[src/rtl/irqc_pkg.sv]
// Shared constants, types and helpers for the interrupt controller.
// Assumes a byte-wide register interface and a power-of-two line count.
package irqc_pkg;
    localparam int LINES  = 8;
    localparam int IDX_W  = $clog2(LINES);
    localparam int DATA_W = 8;
    localparam int BASE_W = DATA_W - IDX_W;

    // Bit positions in the first configuration word
    localparam int CW_START  = 4;
    localparam int CW_LEVEL  = 3;
    localparam int CW_SINGLE = 1;
    localparam int CW_MODE   = 0;
    // Bit position in the mode word
    localparam int MW_AUTO   = 1;

    typedef enum logic [1:0] {
        ST_READY,
        ST_WAIT_BASE,
        ST_WAIT_CASC,
        ST_WAIT_MODE
    } init_st_t;

    typedef struct packed {
        logic [BASE_W-1:0] base;
        logic              level;
        logic              single;
        logic              aeoi;
        logic [LINES-1:0]  casc;
    } cfg_t;

    // Index of the lowest set bit (0 when none is set)
    function automatic logic [IDX_W-1:0] first_set(input logic [LINES-1:0] v);
        logic [IDX_W-1:0] r;
        r = '0;
        for (int i = LINES - 1; i >= 0; i--) begin
            if (v[i]) r = IDX_W'(i);
        end
        return r;
    endfunction
endpackage

[src/rtl/irqc_config.sv]
// Register front end: walks the configuration word sequence, holds the
// configuration and the mask, and decodes the end-of-interrupt command.
// Assumes one write strobe per cycle at most.
module irqc_config
    import irqc_pkg::*;
(
    input  logic              clk,
    input  logic              rst_n,
    input  logic              wr_en,
    input  logic              reg_sel,
    input  logic [DATA_W-1:0] wdata,
    output cfg_t              cfg,
    output logic [LINES-1:0]  mask,
    output logic              ready,
    output logic              init_pulse,
    output logic              eoi_pulse
);
    init_st_t state;
    logic     need_mode;

    // Command decode: start of configuration and non-specific end-of-interrupt
    always_comb begin
        init_pulse = wr_en && !reg_sel && wdata[CW_START];
        eoi_pulse  = wr_en && !reg_sel && ready && !wdata[CW_START]
                     && (wdata[7:5] == 3'b001) && !wdata[3];
    end

    assign ready = (state == ST_READY);

    // Sequence through the configuration words, then take mask writes
    always_ff @(posedge clk) begin
        if (!rst_n) begin
            state      <= ST_READY;
            need_mode  <= 1'b0;
            mask       <= '1;
            cfg.base   <= '0;
            cfg.level  <= 1'b0;
            cfg.single <= 1'b1;
            cfg.aeoi   <= 1'b0;
            cfg.casc   <= '0;
        end else if (init_pulse) begin
            state      <= ST_WAIT_BASE;
            cfg.level  <= wdata[CW_LEVEL];
            cfg.single <= wdata[CW_SINGLE];
            need_mode  <= wdata[CW_MODE];
            cfg.aeoi   <= 1'b0;
            mask       <= '0;
        end else if (wr_en && reg_sel) begin
            case (state)
                ST_WAIT_BASE: begin
                    cfg.base <= wdata[DATA_W-1:IDX_W];
                    if (!cfg.single)    state <= ST_WAIT_CASC;
                    else if (need_mode) state <= ST_WAIT_MODE;
                    else                state <= ST_READY;
                end
                ST_WAIT_CASC: begin
                    cfg.casc <= wdata;
                    state    <= need_mode ? ST_WAIT_MODE : ST_READY;
                end
                ST_WAIT_MODE: begin
                    cfg.aeoi <= wdata[MW_AUTO];
                    state    <= ST_READY;
                end
                default: mask <= wdata;
            endcase
        end
    end

    // leaving the ready state needs a configuration-start command
    assert_init_entry_R1: assert property (@(posedge clk) disable iff (!rst_n)
        (state != ST_READY && $past(state) == ST_READY)
        |-> $past(wr_en && !reg_sel && wdata[CW_START]));

    // the mask only changes on a data write or a configuration start
    assert_mask_write_R4: assert property (@(posedge clk) disable iff (!rst_n)
        (mask != $past(mask)) |-> $past(wr_en));
endmodule

[src/rtl/irqc_requests.sv]
// Request register: latches rising edges on edge lines until they are
// cleared by an acknowledge, and passes level lines straight through.
// Assumes the inputs are already synchronous to clk.
module irqc_requests
    import irqc_pkg::*;
(
    input  logic             clk,
    input  logic             rst_n,
    input  logic [LINES-1:0] irq_in,
    input  logic [LINES-1:0] level_lines,
    input  logic [LINES-1:0] clr_onehot,
    input  logic             clr_all,
    output logic [LINES-1:0] irr
);
    logic [LINES-1:0] prev_q;
    logic [LINES-1:0] edge_q;

    // Remember last input sample and latch rising edges (set beats clear)
    always_ff @(posedge clk) begin
        if (!rst_n) begin
            prev_q <= '0;
            edge_q <= '0;
        end else begin
            prev_q <= irq_in;
            edge_q <= ((edge_q & ~clr_onehot) | (irq_in & ~prev_q))
                      & ~{LINES{clr_all}};
        end
    end

    // Select the request source per line
    assign irr = (level_lines & irq_in) | (~level_lines & edge_q);

    // a latched edge appears only after its input was seen high
    assert_edge_source_R8: assert property (@(posedge clk) disable iff (!rst_n)
        ((edge_q & ~$past(edge_q)) & ~$past(irq_in)) == '0);
endmodule

[src/rtl/irqc_service.sv]
// Priority resolver and in-service tracking: raises the interrupt,
// handles the acknowledge (local or cascaded) and end-of-interrupt.
// Assumes acknowledges are single-cycle pulses.
module irqc_service
    import irqc_pkg::*;
(
    input  logic              clk,
    input  logic              rst_n,
    input  logic              is_master,
    input  cfg_t              cfg,
    input  logic              ready,
    input  logic [LINES-1:0]  irr,
    input  logic [LINES-1:0]  mask,
    input  logic              ack_in,
    input  logic [IDX_W-1:0]  cas_in,
    input  logic              eoi,
    input  logic              init,
    output logic              irq_out,
    output logic [LINES-1:0]  clr_onehot,
    output logic [IDX_W-1:0]  cas_out,
    output logic              cas_strobe,
    output logic [DATA_W-1:0] vec_out,
    output logic              vec_valid
);
    logic [LINES-1:0] isr;
    logic [LINES-1:0] isr_next;
    logic [LINES-1:0] cand;
    logic [IDX_W-1:0] p_idx;
    logic [IDX_W-1:0] s_idx;
    logic             outranks;
    logic             ack_eff;
    logic             take;

    // Find the winning request and compare it against the in-service set
    always_comb begin
        cand     = irr & ~mask;
        p_idx    = first_set(cand);
        s_idx    = first_set(isr);
        outranks = (|cand) && (!(|isr) || (p_idx < s_idx));
        irq_out  = ready && outranks;
    end

    // Decide whether this instance owns the acknowledge and where it goes
    always_comb begin
        ack_eff    = ready && ack_in
                     && (is_master || (cas_in == cfg.casc[IDX_W-1:0]));
        take       = ack_eff && outranks;
        cas_strobe = take && is_master && !cfg.single && cfg.casc[p_idx];
        cas_out    = p_idx;
        clr_onehot = take ? (LINES'(1) << p_idx) : '0;
    end

    // Next in-service set: end-of-interrupt, acknowledge, configuration clear
    always_comb begin
        isr_next = isr;
        if (eoi && (|isr))       isr_next[s_idx] = 1'b0;
        if (take && !cfg.aeoi)   isr_next[p_idx] = 1'b1;
        if (init)                isr_next = '0;
    end

    // Register the in-service set and the vector
    always_ff @(posedge clk) begin
        if (!rst_n) begin
            isr       <= '0;
            vec_out   <= '0;
            vec_valid <= 1'b0;
        end else begin
            isr       <= isr_next;
            vec_valid <= ack_eff && !cas_strobe;
            if (ack_eff) begin
                vec_out <= {cfg.base, (take ? p_idx : IDX_W'(LINES - 1))};
            end
        end
    end

    // the in-service set grows only on an acknowledge
    assert_isr_grow_R6: assert property (@(posedge clk) disable iff (!rst_n)
        ($countones(isr) > $countones($past(isr))) |-> $past(ack_in));

    // one end-of-interrupt retires at most one in-service bit
    assert_eoi_single_R7: assert property (@(posedge clk) disable iff (!rst_n)
        ($past(eoi) && !$past(init)) |-> ($countones($past(isr)) <= $countones(isr) + 1));

    // a vector is presented only after an acknowledge
    assert_vec_after_ack_R3: assert property (@(posedge clk) disable iff (!rst_n)
        vec_valid |-> $past(ack_in));

    // a cascade strobe comes only from a master that is interrupting
    assert_cascade_src_R10: assert property (@(posedge clk) disable iff (!rst_n)
        cas_strobe |-> (is_master && irq_out));

    // with automatic end-of-interrupt the in-service set never grows
    assert_auto_eoi_R9: assert property (@(posedge clk) disable iff (!rst_n)
        (cfg.aeoi && $past(cfg.aeoi)) |-> ($countones(isr) <= $countones($past(isr))));
endmodule

[src/rtl/irq_ctrl.sv]
// Top of the cascadable interrupt controller: ties the register front end,
// the request register and the priority/service logic together.
// Assumes a master's cascade lines are driven by subordinate irq_out pins.
module irq_ctrl
    import irqc_pkg::*;
(
    input  logic        clk,
    input  logic        rst_n,
    input  logic        is_master,
    input  logic        wr_en,
    input  logic        reg_sel,
    input  logic [7:0]  wdata,
    output logic [7:0]  rdata,
    input  logic [7:0]  irq_in,
    output logic        irq_out,
    input  logic        ack_in,
    input  logic [2:0]  cas_in,
    output logic [2:0]  cas_out,
    output logic        cas_strobe,
    output logic [7:0]  vec_out,
    output logic        vec_valid
);
    cfg_t             cfg;
    logic [LINES-1:0] mask;
    logic [LINES-1:0] irr;
    logic [LINES-1:0] level_lines;
    logic [LINES-1:0] clr_onehot;
    logic             ready;
    logic             init_pulse;
    logic             eoi_pulse;

    irqc_config u_cfg (
        .clk        (clk),
        .rst_n      (rst_n),
        .wr_en      (wr_en),
        .reg_sel    (reg_sel),
        .wdata      (wdata),
        .cfg        (cfg),
        .mask       (mask),
        .ready      (ready),
        .init_pulse (init_pulse),
        .eoi_pulse  (eoi_pulse)
    );

    // Level lines: all in level mode, else a master's cascade lines
    always_comb begin
        if (cfg.level)                    level_lines = {LINES{1'b1}};
        else if (is_master && !cfg.single) level_lines = cfg.casc;
        else                              level_lines = '0;
    end

    irqc_requests u_req (
        .clk         (clk),
        .rst_n       (rst_n),
        .irq_in      (irq_in),
        .level_lines (level_lines),
        .clr_onehot  (clr_onehot),
        .clr_all     (init_pulse),
        .irr         (irr)
    );

    irqc_service u_svc (
        .clk        (clk),
        .rst_n      (rst_n),
        .is_master  (is_master),
        .cfg        (cfg),
        .ready      (ready),
        .irr        (irr),
        .mask       (mask),
        .ack_in     (ack_in),
        .cas_in     (cas_in),
        .eoi        (eoi_pulse),
        .init       (init_pulse),
        .irq_out    (irq_out),
        .clr_onehot (clr_onehot),
        .cas_out    (cas_out),
        .cas_strobe (cas_strobe),
        .vec_out    (vec_out),
        .vec_valid  (vec_valid)
    );

    // Read path: mask on the data address, requests on the command address
    assign rdata = reg_sel ? mask : irr;

    // no interrupt leaves the block while configuration is in progress
    assert_quiet_in_init_R1: assert property (@(posedge clk) disable iff (!rst_n)
        $past(init_pulse) |-> !irq_out);
endmodule

[config.mk]
export PLATFORM = sky130hd
export DESIGN_NAME = irq_ctrl
export DESIGN_NICKNAME = d
export VERILOG_FILES = /design/src/rtl/irqc_pkg.sv /design/src/rtl/irqc_config.sv /design/src/rtl/irqc_requests.sv /design/src/rtl/irqc_service.sv /design/src/rtl/irq_ctrl.sv
export SDC_FILE = /design/constraint.sdc
export NUM_CORES = 1
export LEC_CHECK = 0
export ABC_AREA = 1
export BUFFER_PORTS_ARGS = -buffer_cell sky130_fd_sc_hd__buf_2
export CORE_MARGIN = 10
export CORE_UTILIZATION = 35
export CTS_BUF_LIST = sky130_fd_sc_hd__clkbuf_16
export DETAILED_ROUTE_END_ITERATION = 10
export PLACE_DENSITY = 0.53
export SKIP_LAST_GASP = 1
export SYNTH_ARGS = -nofsm -noshare
export SYNTH_HDL_FRONTEND = slang
export SYNTH_SLANG_ARGS = --single-unit
[constraint.sdc]
create_clock -name clk -period 2.88 [get_ports clk]
set_clock_uncertainty 0.15 [all_clocks]
set_input_delay 0.288 -clock clk [delete_from_list [all_inputs] [get_ports clk]]
set_output_delay 0.288 -clock clk [all_outputs]
set_load 0.01 [all_outputs]
Word-level counts from Yosys, hierarchy flattened
Index checks and enable logic that the tools add are counted.
Cells by class
  reductions and logical operators: 44
  divide/modulo/power cells: 0
  shift operators: 1
  $add $sub $neg: 0
  order comparisons: 5
  multiply operators: 0
  equality and inequality tests: 6
  bitwise logic cells: 18
  muxes and demuxes: 37
Operator list (count)
  $mux W8: 9
  $and A8 B8 Y8: 7
  $mux W3: 17
  $not A8 Y8: 6
  $or A8 B8 Y8: 3
  $logic_and A1 B1 Y1: 21
  $reduce_or A8 Y1: 2
  $lt A3 B4 Y1 const B: 2
  $reduce_and A2 Y1: 4
  $shl A1 B3 Y8 const A: 1
  $logic_not A1 Y1: 7
  $demux W1 S3: 2
  $ge A3 B1 Y1 const B: 2
  $pmux W2 S3: 1
  $reduce_and A3 Y1: 2
  $mux W1: 5
  $eq A2 B2 Y1 const B: 2
  $mux W2: 2
  $reduce_bool A4 Y1: 1
  $bmux W1 S3: 1
  $eq A3 B1 Y1 const B: 1
  $eq A3 B3 Y1: 1
  $lt A3 B3 Y1: 1
  $reduce_bool A3 Y1: 1
  other kinds (8): 10
Storage, ports and cells
  word-level logic and storage cells: 125
  flip-flop bits (word level): 60
  memories: 0
  bits in writable memories: 0
  memory bits (read-only): 0
  output and inout port bits: 22
  latch bits: 0

Longest topological paths before layout
  word-level depth: 25
  depth in mapped cells: 21
  gate-level depth less buffers: 21

Cells and area by module
Synthesis repeated with hierarchy kept, for this count alone.
Unflattened totals
  cells, all modules: 509
  area, all modules: 3275.6 µm²
By module, submodules not included
  irqc_service: sequential area each 340.3 µm², cells each 221, area each 1296.2 µm², instances 1
  irqc_config: sequential area each 540.5 µm², cells each 145, area each 1079.8 µm², instances 1
  irqc_requests: sequential area each 320.3 µm², cells each 99, area each 705.7 µm², instances 1
  irq_ctrl: sequential area each 0.0 µm², cells each 44, area each 193.9 µm², instances 1

Worst setup path before layout
OpenSTA, ideal clock, no wires.
  path kind: register -> output
  start point: register, netlist name u_cfg.cfg[9]
  end point: output port cas_strobe
  slack: 0.133 ns
  data required time: 2.442 ns
  cell stages (with the launch flop): 18
  data arrival time: 2.309 ns
  cells stage by stage: dfxtp_1 -> inv_2 -> nand2_2 -> o21ai_2 -> or2_1 -> nand3b_1 -> nand2_1 -> nor2_1 -> inv_1 -> nor2_4 -> ha_1 -> a21boi_2 -> nand2_1 -> nand2_2 -> nand2_4 -> nand3_2 -> nor2_1 -> and2_1
On the way
  cells in the longest elaborated chain, start to end: 23
  elaborated cells between the ends (all ways): 27
  classes of those cells: 1 x order compare; 12 x mux; 5 x bitwise; 9 x reduce/logical
Ends and longest elaborated chain
  $logic_not A1 Y1 (*): RTL line irq_ctrl.sv:48  | else if (is_master && !cfg.single) level_lines = cfg.casc;
  $logic_and A1 B1 Y1 (*): RTL line irq_ctrl.sv:48
  $mux W8 (*): RTL line irq_ctrl.sv:48
  $mux W8 (*): RTL line irq_ctrl.sv:47  | if (cfg.level) level_lines = {LINES{1'b1}};
  $not A8 Y8: RTL line irqc_requests.sv:31  | assign irr = (level_lines & irq_in) | (~level_lines & edge_q);
  $and A8 B8 Y8: RTL line irqc_requests.sv:31
  $or A8 B8 Y8 (*): RTL line irqc_requests.sv:31
  $and A8 B8 Y8 (*): RTL line irqc_service.sv:36  | cand = irr & ~mask;
  $mux W3 (7 in series): RTL line irqc_pkg.sv:37  | if (v[i]) r = IDX_W'(i);
  $mux W3 (*): RTL line irqc_pkg.sv:37
  via cas_out[2]: RTL line irq_ctrl.sv:18  | output logic [2:0] cas_out,
  $lt A3 B3 Y1: RTL line irqc_service.sv:39  | outranks = (|cand) && (!(|isr) || (p_idx < s_idx));
  $logic_or A1 B1 Y1: RTL line irqc_service.sv:39
  $logic_and A1 B1 Y1: RTL line irqc_service.sv:39
  $logic_and A1 B1 Y1: RTL line irqc_service.sv:47  | take = ack_eff && outranks;
  $logic_and A1 B1 Y1 (2 in series): RTL line irqc_service.sv:48  | cas_strobe = take && is_master && !cfg.single && cfg.casc[p_idx];
  $logic_and A1 B1 Y1 (*): RTL line irqc_service.sv:48
  end, declared: RTL line irq_ctrl.sv:19  | output logic cas_strobe,
Mark *: on every way through the listed nets, which the timed path passes. The rest lies on a longest branch. The select of a mux whose other input is x is not followed.

Worst setup path after layout
  start point: register, netlist name u_cfg.cfg[9]
  end point: output port cas_strobe
On the way
  cells in the longest elaborated chain, start to end: 23
  elaborated cells between the ends (all ways): 27
  classes of those cells: 1 x order compare; 12 x mux; 5 x bitwise; 9 x reduce/logical
Ends and longest elaborated chain (RTL line)
  $logic_not A1 Y1 (*): irqc_service.sv:48, irq_ctrl.sv:48
  $logic_and A1 B1 Y1: irq_ctrl.sv:48
  $mux W8: irq_ctrl.sv:48
  $mux W8: irq_ctrl.sv:47
  $not A8 Y8: irqc_requests.sv:31
  $and A8 B8 Y8: irqc_requests.sv:31
  $or A8 B8 Y8: irqc_requests.sv:31
  $and A8 B8 Y8: irqc_service.sv:36
  $mux W3 (8 in series): irqc_pkg.sv:37
  $lt A3 B3 Y1: irqc_service.sv:39
  $logic_or A1 B1 Y1: irqc_service.sv:39
  $logic_and A1 B1 Y1: irqc_service.sv:39
  $logic_and A1 B1 Y1: irqc_service.sv:47
  $logic_and A1 B1 Y1 (2 in series): irqc_service.sv:48
  $logic_and A1 B1 Y1 (*): irqc_service.sv:48
Mark *: on every way between the ends. The rest lies on a longest branch, timed or not. The select of a mux whose other input is x is not followed.

==> results.py <==
metrics = {
    "route": {
        "wirelength_um": 9420,
        "vias": 3122,
        "dr.first_iter.drc_count": 192,
        "drtPass1Iterations": 5,
        "avgRoutedWirePerCell_um": 15.0,
        "viasPerCell": 4.96,
        "drc": 0,
        "ant_nets": 0,
    },
    "sta": {
        "drv_slew": 0,
        "setup_viol": 2,
        "setup_tns_ns": -0.319,
        "whs_ns": 0.00568,
        "min_period_ns": 3.07,
        "period_share_pct": 107,
        "hold_viol": 0,
        "worst_pin_slew_ns": 0.671,
        "rsz0062_at_grt": "yes",
        "fmax_ghz": 0.326,
        "relSlewSlack_pct": 54.9,
        "worst_slack_ns": -0.187,
    },
    "clocking": {
        "cts.sinks": 60,
        "clk_pin_slew_ns": 0.05,
        "clock_path_buffers": 2,
        "cts-buffers-inserted": 9,
        "insertion_delay_ns": 0.33,
        "cts_tree": "done",
        "cts_root_buffer": "clkbuf_16",
        "cts-htree-levels": 3,
    },
    "synthesis": {
        "synth_seq_cells": 60,
        "synthesis.nets": 480,
        "syn_inst": 454,
        "syn_avg_cell_area_um2": 6.85,
        "netlist_area_um2": 3110,
        "synth_cell_types": 40,
        "async_flop_share_pct": 0,
        "synth_edf_count": 0,
        "yosys_warnings": 0,
        "ys.flop_type": "dfxtp_1",
        "ys_seq_area_share_pct": 38.6,
    },
    "setup_path": {
        "critPathBufInv": 3,
        "worstPathRequired_ns": 2.44,
        "worstPathCellList": "inv_4 > nand2_4 > o21ai_2 > or2_1 > nand3b_1 > nand2_1 > nor2_2 > inv_2 > nor2_4 > ha_4 > a21boi_2 > nand2_1 > nand2_2 > nand2_4 > nand3_4 > nor2_4 > and2_4 > buf_6",
        "end_kind": "output port",
        "reg2reg_slack_ns": 0.22,
        "crit_type": "reg2out",
        "crit_fanout": 6,
        "cp_slowest_cell": "dfxtp_2",
        "worst_setup_path_start_kind": "flop",
        "slowest_delay_ns": 0.35,
        "critical_path_arrival_ns": 2.63,
        "cp_top_family": "simple AND/OR/NAND/NOR gates",
    },
    "grt": {
        "grt_pass1_vias": 3008,
        "antenna_found_initial": 0,
        "grt_use_total_pct": 14.8,
        "grt_pass1_wl_um": 15300,
        "grt_max_degree": 25,
        "overflow": 0,
    },
    "run_status": {
        "violations": "setup timing",
        "outcome": "finished with violations",
    },
    "die": {
        "fp.dieW_um": 114,
        "ios": 47,
        "start_util_pct": 35.8,
        "die_y_um": 114,
        "core-area_um2": 8680,
        "die-area_um2": 13100,
        "rows": 34,
    },
    "final_layout": {
        "stdcell_count": 629,
        "drive_gt1_share_pct": 23.0,
        "nNetsFinal": 543,
        "seqCellArea_um2": 1200,
        "area_growth_pct": 25.4,
        "multi_input_area_um2": 1640,
        "num_antenna_cells": 0,
        "fillers": 918,
    },
    "power_and_ir_drop": {
        "pwr-share-seq_pct": 37.4,
        "peakVddDrop_v": 0.000280,
        "switching_power_uw": 701,
        "intPower_uw": 1710,
        "fin_total_pwr_uw": 2410,
        "leakage_uw": 0.00184,
        "sw_frac_of_total_pct": 29.1,
        "pwr_density_cell_nw_per_um2": 617,
        "combPwrFrac_pct": 19.8,
        "clockPowerShare_pct": 42.8,
    },
    "run": {
        "cap_viol_max_count": 0,
    },
    "placement": {
        "dp.cells": 610,
        "dp_slack_ns": 0.0490,
        "place_congestion": 0.925,
        "dp_hpwl_um": 7450,
        "io_buffers": 46,
    },
    "min_path": {
        "hold_class": "in2reg",
    },
}
[power by group through the flow]
stage          Sequential, µW  Clock [µW]  Combinational, µW
2_1_floorplan             913           0                299
3_3_place_gp              916           0                454
3_5_place_dp              915           0                459
4_1_cts                   899        1040                468
5_1_grt                   903        1080                539
6_report                  900        1030                477
[placed cells by master, fill, tap and decap left out, types with 16 or more instances in the layout]
master	count
a21oi_1	33
buf_4	16
o21ai_0	36
dfxtp_1	58
buf_2	45
inv_1	62
nand4_1	17
nand3_1	20
nand2_1	89
nor2_1	49
[sequential cells by signal, summed over array words and instances, names as in the netlist]
register	cells
u_cfg.need_mode	1
u_svc.vec_out	8
u_req.edge_q	8
u_svc.isr	8
u_svc.vec_valid	1
u_cfg.cfg	16
u_cfg.mask	8
u_cfg.state	2
u_req.prev_q	8
[Yosys cell counts, types with 2 or more instances]
cell / instances / area share, %
nand2_1: 90 / 11
inv_1: 62 / 7.5
dfxtp_1: 60 / 39
nor2_1: 52 / 6.3
o21ai_0: 37 / 6.0
a21oi_1: 33 / 5.3
nand3_1: 20 / 3.2
nand4_1: 17 / 3.4
nand3b_1: 9 / 2.2
nand2_2: 8 / 1.6
or2_2: 8 / 1.6
inv_2: 5 / 0.60
o211ai_1: 5 / 1.2
buf_2: 4 / 0.64
clkbuf_1: 4 / 0.48
nor3_1: 4 / 0.64
a221o_1: 3 / 0.97
clkinv_1: 3 / 0.36
a221oi_1: 2 / 0.56
a31oi_1: 2 / 0.40
nand3_2: 2 / 0.64
nand3b_2: 2 / 0.72
nor2_2: 2 / 0.40
nor2_4: 2 / 0.72
o21ai_2: 2 / 0.56
o221ai_1: 2 / 0.56
[worst min-delay path, delay by kind of cell]
| family | cells | cell delay [ns] |
|---|---|---|
| and+or+nand+nor | 1 | 0.04 |
| buffers and inverters | 2 | 0.13 |
[cells by family after synthesis]
kind of cell / Yosys count / share of synthesized area, %
buffers and inverters: 81 / 10.2
AOI/OAI and AO/OA: 92 / 17.5
DFF: 60 / 38.6
adders and majority gates: 1 / 0.402
and+or+nand+nor: 220 / 33.3
[metal layers]
metal,wire (µm),GRT usage [%],share of wire (%),vias up
met3,594,3.77,6.3,14
li1,-,-,-,1617
met5,0,0,0,-
met4,148,5.35,1.6,0
met2,4430,23.2,47,86
met1,4250,19.1,45,1405
[path summary, 6_finish.rpt]
path	startpoint	endpoint	cells after the start
min reg2reg	u_req.edge_q[3]	u_req.edge_q[3]	2
max	u_cfg.cfg[9]	cas_strobe	18
max reg2reg	u_cfg.cfg[9]	u_svc.vec_out[0]	19
min	irq_in[7]	u_req.prev_q[7]	3
[area by class of cell]
type / count / share of cell area, %
Clock buffer: 9 / 5.77
Multi-Input combinational cell: 313 / 42.1
Tap cell: 108 / 3.46
Sequential cell: 60 / 30.9
Clock inverter: 6 / 1.48
Timing Repair Buffer: 63 / 9.40
Inverter: 70 / 6.93
[timing repair]
item,in CTS,in global routing
resized for setup,7,11
hold buffers,1,0
pin swaps,6,10
buffers inserted,2,1
endpoints found under the setup margin,2,2
endpoints found under the hold margin,1,0
[metrics by stage]
| step | util (%) | instance area (µm²) |
|---|---|---|
| final | 44.9 | 3900 |
| after detailed placement | 40.5 | 3520 |
| after floorplan | - | 3110 |
| after global routing | 44.9 | 3900 |
| after global placement | 40.5 | 3520 |
| after CTS | 44.4 | 3850 |
No activity file was read; power rests on OpenSTA's default activity.
